File: src/rtl/prn_irq_pkg.sv
package prn_irq_pkg;
  localparam int REG_W    = 8;
  localparam int LVL_W    = 3;
  localparam int LVL_LSB  = 0;
  localparam int EN_BIT   = 3;
  localparam int POL_BIT  = 4;
  localparam int ACKF_BIT = 5;
  localparam int FLTF_BIT = 6;
  localparam int SUM_BIT  = 7;
  localparam int N_LINES  = 2;
  localparam int LINE_ACK = 0;
  localparam int LINE_FLT = 1;

  typedef struct packed {
    logic             pol;
    logic             en;
    logic [LVL_W-1:0] lvl;
  } cfg_t;
endpackage

File: src/rtl/prn_rst_sync.sv
module prn_rst_sync #(
  parameter int STAGES = 2
) (
  input  logic clk,
  input  logic rst_n,
  output logic rst_ns
);
  logic [STAGES-1:0] sh_q;
  logic [STAGES-1:0] sh_d;

  always_comb begin
    sh_d = {sh_q[STAGES-2:0], 1'b1};
  end

  always_ff @(posedge clk or negedge rst_n) begin
    if (!rst_n) sh_q <= '0;
    else        sh_q <= sh_d;
  end

  assign rst_ns = sh_q[STAGES-1];
endmodule

File: src/rtl/prn_sync_edge.sv
module prn_sync_edge #(
  parameter int W      = 2,
  parameter int STAGES = 2
) (
  input  logic         clk,
  input  logic         rst_n,
  input  logic [W-1:0] din,
  input  logic [W-1:0] fall_sel,
  output logic [W-1:0] ev
);
  for (genvar i = 0; i < W; i++) begin : g_line
    logic [STAGES-1:0] sh_q;
    logic [STAGES-1:0] sh_d;
    logic              prev_q;
    logic              lvl;
    logic              rise;
    logic              fall;

    assign lvl = sh_q[STAGES-1];

    always_comb begin
      sh_d = {sh_q[STAGES-2:0], din[i]};
    end

    always_ff @(posedge clk or negedge rst_n) begin
      if (!rst_n) begin
        sh_q   <= '0;
        prev_q <= 1'b0;
      end else begin
        sh_q   <= sh_d;
        prev_q <= lvl;
      end
    end

    assign rise  = lvl & ~prev_q;
    assign fall  = ~lvl & prev_q;
    assign ev[i] = fall_sel[i] ? fall : rise;

    // an event implies the synchronised level moved since last sample
    a_r3_event_is_change: assert property (@(posedge clk) disable iff (!rst_n)
      ev[i] |-> (lvl != prev_q));
  end
endmodule

File: src/rtl/prn_irq_regs.sv
module prn_irq_regs
  import prn_irq_pkg::*;
(
  input  logic             clk,
  input  logic             rst_n,
  input  logic             wr_en,
  input  logic [REG_W-1:0] wr_data,
  input  logic             ack_ev,
  input  logic             fault_ev,
  output cfg_t             cfg,
  output logic             ack_flag,
  output logic             fault_flag
);
  cfg_t cfg_q, cfg_d;
  logic ack_q, ack_d;
  logic flt_q, flt_d;
  logic ack_clr, flt_clr;

  always_comb begin
    cfg_d = cfg_q;
    if (wr_en) begin
      cfg_d.lvl = wr_data[LVL_LSB +: LVL_W];
      cfg_d.en  = wr_data[EN_BIT];
      cfg_d.pol = wr_data[POL_BIT];
    end
    ack_clr = wr_en & wr_data[ACKF_BIT];
    flt_clr = wr_en & wr_data[FLTF_BIT];
    ack_d   = cfg_d.en & (ack_ev | (ack_q & ~ack_clr));
    flt_d   = fault_ev | (flt_q & ~flt_clr);
  end

  always_ff @(posedge clk or negedge rst_n) begin
    if (!rst_n) begin
      cfg_q <= '0;
      ack_q <= 1'b0;
      flt_q <= 1'b0;
    end else begin
      cfg_q <= cfg_d;
      ack_q <= ack_d;
      flt_q <= flt_d;
    end
  end

  assign cfg        = cfg_q;
  assign ack_flag   = ack_q;
  assign fault_flag = flt_q;

  a_r2_cfg_load: assert property (@(posedge clk) disable iff (!rst_n)
    wr_en |=> (cfg_q.lvl == $past(wr_data[LVL_LSB +: LVL_W]) &&
               cfg_q.en  == $past(wr_data[EN_BIT]) &&
               cfg_q.pol == $past(wr_data[POL_BIT])));
  a_r6_ack_low_when_disabled: assert property (@(posedge clk) disable iff (!rst_n)
    !cfg_q.en |-> !ack_q);
  a_r9_ack_set_wins: assert property (@(posedge clk) disable iff (!rst_n)
    (ack_ev && cfg_d.en) |=> ack_q);
  a_r4_fault_capture: assert property (@(posedge clk) disable iff (!rst_n)
    fault_ev |=> flt_q);
  a_r5_fault_w1c: assert property (@(posedge clk) disable iff (!rst_n)
    (wr_en && wr_data[FLTF_BIT] && !fault_ev) |=> !flt_q);
  a_r5_fault_hold: assert property (@(posedge clk) disable iff (!rst_n)
    (!(wr_en && wr_data[FLTF_BIT]) && !fault_ev) |=> $stable(flt_q));
endmodule

File: src/rtl/prn_irq_ctrl.sv
module prn_irq_ctrl
  import prn_irq_pkg::*;
#(
  parameter int SYNC_STAGES = 2
) (
  input  logic             clk,
  input  logic             rst_n,
  input  logic             ack_in,
  input  logic             fault_in,
  input  logic             wr_en,
  input  logic [REG_W-1:0] wr_data,
  output logic [REG_W-1:0] rd_data,
  output logic             irq_req,
  output logic [LVL_W-1:0] irq_level
);
  logic               rst_ns;
  logic [N_LINES-1:0] lines;
  logic [N_LINES-1:0] fall_sel;
  logic [N_LINES-1:0] ev;
  cfg_t               cfg;
  logic               ack_flag;
  logic               fault_flag;
  logic               summary;

  prn_rst_sync #(.STAGES(2)) u_rst (
    .clk    (clk),
    .rst_n  (rst_n),
    .rst_ns (rst_ns)
  );

  always_comb begin
    lines              = '0;
    lines[LINE_ACK]    = ack_in;
    lines[LINE_FLT]    = fault_in;
    fall_sel           = '0;
    fall_sel[LINE_ACK] = cfg.pol;
    fall_sel[LINE_FLT] = 1'b1;
  end

  prn_sync_edge #(.W(N_LINES), .STAGES(SYNC_STAGES)) u_edge (
    .clk      (clk),
    .rst_n    (rst_ns),
    .din      (lines),
    .fall_sel (fall_sel),
    .ev       (ev)
  );

  prn_irq_regs u_regs (
    .clk        (clk),
    .rst_n      (rst_ns),
    .wr_en      (wr_en),
    .wr_data    (wr_data),
    .ack_ev     (ev[LINE_ACK]),
    .fault_ev   (ev[LINE_FLT]),
    .cfg        (cfg),
    .ack_flag   (ack_flag),
    .fault_flag (fault_flag)
  );

  assign summary = ack_flag | fault_flag;

  always_comb begin
    rd_data                         = '0;
    rd_data[LVL_LSB +: LVL_W]       = cfg.lvl;
    rd_data[EN_BIT]                 = cfg.en;
    rd_data[POL_BIT]                = cfg.pol;
    rd_data[ACKF_BIT]               = ack_flag;
    rd_data[FLTF_BIT]               = fault_flag;
    rd_data[SUM_BIT]                = summary;
  end

  assign irq_req   = summary & cfg.en;
  assign irq_level = cfg.lvl;

  a_r8_irq_needs_enable: assert property (@(posedge clk) disable iff (!rst_ns)
    irq_req |-> rd_data[EN_BIT]);
  a_r6_disable_drops_irq: assert property (@(posedge clk) disable iff (!rst_ns)
    (wr_en && !wr_data[EN_BIT]) |=> !irq_req);
  a_r7_sum_tracks_flags: assert property (@(posedge clk) disable iff (!rst_ns)
    ev[LINE_FLT] |=> rd_data[SUM_BIT]);
  a_r1_reset_quiet: assert property (@(posedge clk)
    !rst_ns |-> (!irq_req && irq_level == '0));
endmodule

File: config.mk
export PLATFORM = sky130hd
export DESIGN_NAME = prn_irq_ctrl
export DESIGN_NICKNAME = d
export VERILOG_FILES = /design/src/rtl/prn_irq_pkg.sv /design/src/rtl/prn_rst_sync.sv /design/src/rtl/prn_sync_edge.sv /design/src/rtl/prn_irq_regs.sv /design/src/rtl/prn_irq_ctrl.sv
export SDC_FILE = /design/constraint.sdc
export NUM_CORES = 1
export LEC_CHECK = 0
export ABC_AREA = 1
export BUFFER_PORTS_ARGS = -buffer_cell sky130_fd_sc_hd__buf_2
export CAP_MARGIN = 15
export CELL_PAD_IN_SITES_DETAIL_PLACEMENT = 2
export CELL_PAD_IN_SITES_GLOBAL_PLACEMENT = 2
export CORE_ASPECT_RATIO = 1.4
export CORE_MARGIN = 4
export CORE_UTILIZATION = 28
export DETAILED_ROUTE_END_ITERATION = 16
export GPL_TIMING_DRIVEN = 0
export PLACE_DENSITY = 0.8
export SYNTH_ARGS = -nofsm -noshare
export SYNTH_HDL_FRONTEND = slang
export SYNTH_SLANG_ARGS = --single-unit
File: constraint.sdc
create_clock -name clk -period 1.9 [get_ports clk]
set_clock_uncertainty 0.05 [all_clocks]
set_input_delay 0 -clock clk [delete_from_list [all_inputs] [get_ports clk]]
set_output_delay 0 -clock clk [all_outputs]
set_load 0.02 [all_outputs]
==> reports/metrics.yaml <==
status: "finished, violations left"
violations: "hold timing"
worst-r2r-cell-count: 2
placed_cells: 92
netlist.area_leader.share_pct: 64.8
root_buffer: "clkbuf_4"
fin_util_pct: 45.8
drive_above_1_share_pct: 40.7
syn_to_final_growth_pct: 55.9
ys_seq_elements: 15
rsz0062_at_grt: "no"
placement.io_buffers: 22
critical_path.startpoint_type: "primary input"
crit_fanout: 9
synthFlopType: "dfrtp_1"
final-seq-area_um2: 375
synth_commonest_cells: "15 x dfrtp_1, 8 x inv_1, 8 x nand2_1"
finalCritPeriodShare_pct: 94.3
numCtsBuffers: 3
peakVddDrop_mv: 0.447
fmax_mhz: 558
num_vias: 481
yosys-top-cells-area: "dfrtp_1 65%, buf_4 7.8%, mux2_4 7.8%"
diodes: 0
layout.cells.non_filler: 112
synth_top_family_by_area: "buffers and inverters"
avgSynthCellArea_um2: 11.8
clk_latency_ps: 290
clk_pin_slew_worst_paths_ps: 100
finalMaxSlewViolations: 0
cts_max_level: 1
core_area_um2: 1970
yosysWarnings: 0
routabilityCongestion: 0.584
period_minus_slack_ps: 1790
grt_start_max_net_pins: 14
required_ps: 2030
setup_viol: 0
yosysMostFrequentCell: "dfrtp_1"
cts_setup_buffers: 0
multiInputGateArea_um2: 118
grt_first_pass_wirelength_mm: 2.66
synth_area_um2: 579
die-area_um2: 2870
setup_tns_ps: 0
critPathKind: "primary input to flop"
p_leak_nw: 0.486
wl_mm: 1.59
cp.arrival_ps: 1920
yosysSeqAreaShare_pct: 64.8
dieWidth_um: 46.4
tritoncts: "built"
final.fill_count: 206
die_y_um: 61.8
drtIter0Drc: 13
num_rows: 19
slew_headroom_pct: 64.9
grt_pass1_vias: 533
drv_cap: 0
synth_edf_count: 0
clockBufferDepth: 2
hold_depth: 5
final_design_area_no_fill_um2: 903
drc: 0
yosys.area_share.simple_pct: 7.78
ys_async_sr_fraction_pct: 100
crit_path_end_kind: "flop"
initial_core_util_pct: 29.4
synthAdderAreaFrac_pct: 0
synth-compound-area-share_pct: 4.10
clock_sinks: 15
antenna_found_initial: 0
drtPass1Iterations: 2
synthMuxAreaShare_pct: 7.78
syn_nets: 62
ant_nets: 0
hold_violations: 1
whs_ps: -10.7
yosys.area.top_type: "dfrtp_1"
power.density_nw_per_um2: 791
worst_pin_slew_ps: 527
synth_xor_area_share_pct: 0
viasPerCell: 4.29
synthCells: 49
avgRoutedWirePerCell_um: 14.2
ys_types: 11
ios: 25
hp-class: "primary input to flop"
grt-ovfl-total: 0
placed_area_um2: 716
dp_hpwl_um: 900
grtUsageTotal_pct: 13.4
nNetsFinal: 105
flip-flops by register name, summed over array words and instances (netlist names):
| register | count |
|---|---|
| u_regs.cfg | 5 |
| u_edge.g_line.sh_q | 4 |
| u_edge.g_line.prev_q | 2 |
| u_rst.sh_q | 2 |
| u_regs.ack_flag | 1 |
| u_regs.fault_flag | 1 |
metrics by stage:
step / total power [mW] / setup WS, ps / hold WS, ps
floorplan: 0.450 / 980 / -346
global route: 0.757 / 70.3 / 3.50
finish: 0.714 / 108 / -10.7
detailed placement: 0.497 / 1070 / -264
CTS: 0.715 / 141 / 4.62
global placement: 0.491 / 1090 / -263
per-layer routing:
metal  vias to the layer above  global-route usage [%]  share of wire, %
met4                         0                    6.10               1.8
met2                        23                    22.2                52
met5                         -                       0                 0
li1                        224                       -                 -
met3                         2                    2.88               8.2
met1                       232                    16.4                38
final timing paths:
kind                            slack [ps]          start                        to
worst max-delay path                   110          wr_en             u_regs.cfg[4]
worst min-delay path                   -10     wr_data[3]           u_regs.ack_flag
worst max register to register         480  u_regs.cfg[0]             u_regs.cfg[0]
worst min register to register         160  u_rst.sh_q[1]  u_edge.g_line[1].sh_q[1]
max in group asynchronous             1170          rst_n             u_rst.sh_q[1]
min in group asynchronous              160  u_rst.sh_q[1]  u_edge.g_line[1].sh_q[1]
final cells by class:
type / count / area share [%]
Timing Repair Buffer: 38 / 29.9
Tap cell: 21 / 2.91
Clock buffer: 3 / 2.49
Inverter: 8 / 3.32
Buffer: 7 / 6.23
Multi-Input combinational cell: 19 / 13.0
Clock inverter: 1 / 0.554
Sequential cell: 15 / 41.6
logic make-up (layout without fill, tap and decap cells):
family / after synthesis / count (layout)
buffers and inverters: 15 / 57
multiplexers: 3 / 3
flip-flops: 15 / 15
AO/OA/AOI/OAI: 4 / 4
other: 1 / 1
AND/OR/NAND/NOR: 11 / 11
critical path: stages:
cell and delay [ps]:
dlygate4sd3_1 550, buf_6 150, nand2_1 60, dlygate4sd3_1 540, o21ai_0 70, dlygate4sd3_1 560
placed cells by master (no fill, tap or decap), drive strengths merged:
cell type    count
mux2             3
clkinv           1
clkbuf           3
buf             29
conb             1
o21ai            3
dlygate4sd3     16
inv              8
nand2            8
nand3            3
dfrtp           15
a21oi            1
report_power, final:
part           internal (mW)  switching [mW]
combinational         0.0873          0.0769
clock                 0.0784           0.110
sequential             0.342          0.0198
total                  0.508           0.207
timing repair:
item | in CTS | in global routing
endpoints found under the hold margin | 11 | 0
resized for setup | 0 | 0
hold buffers | 16 | 0
(Power assumes the default switching activity.)
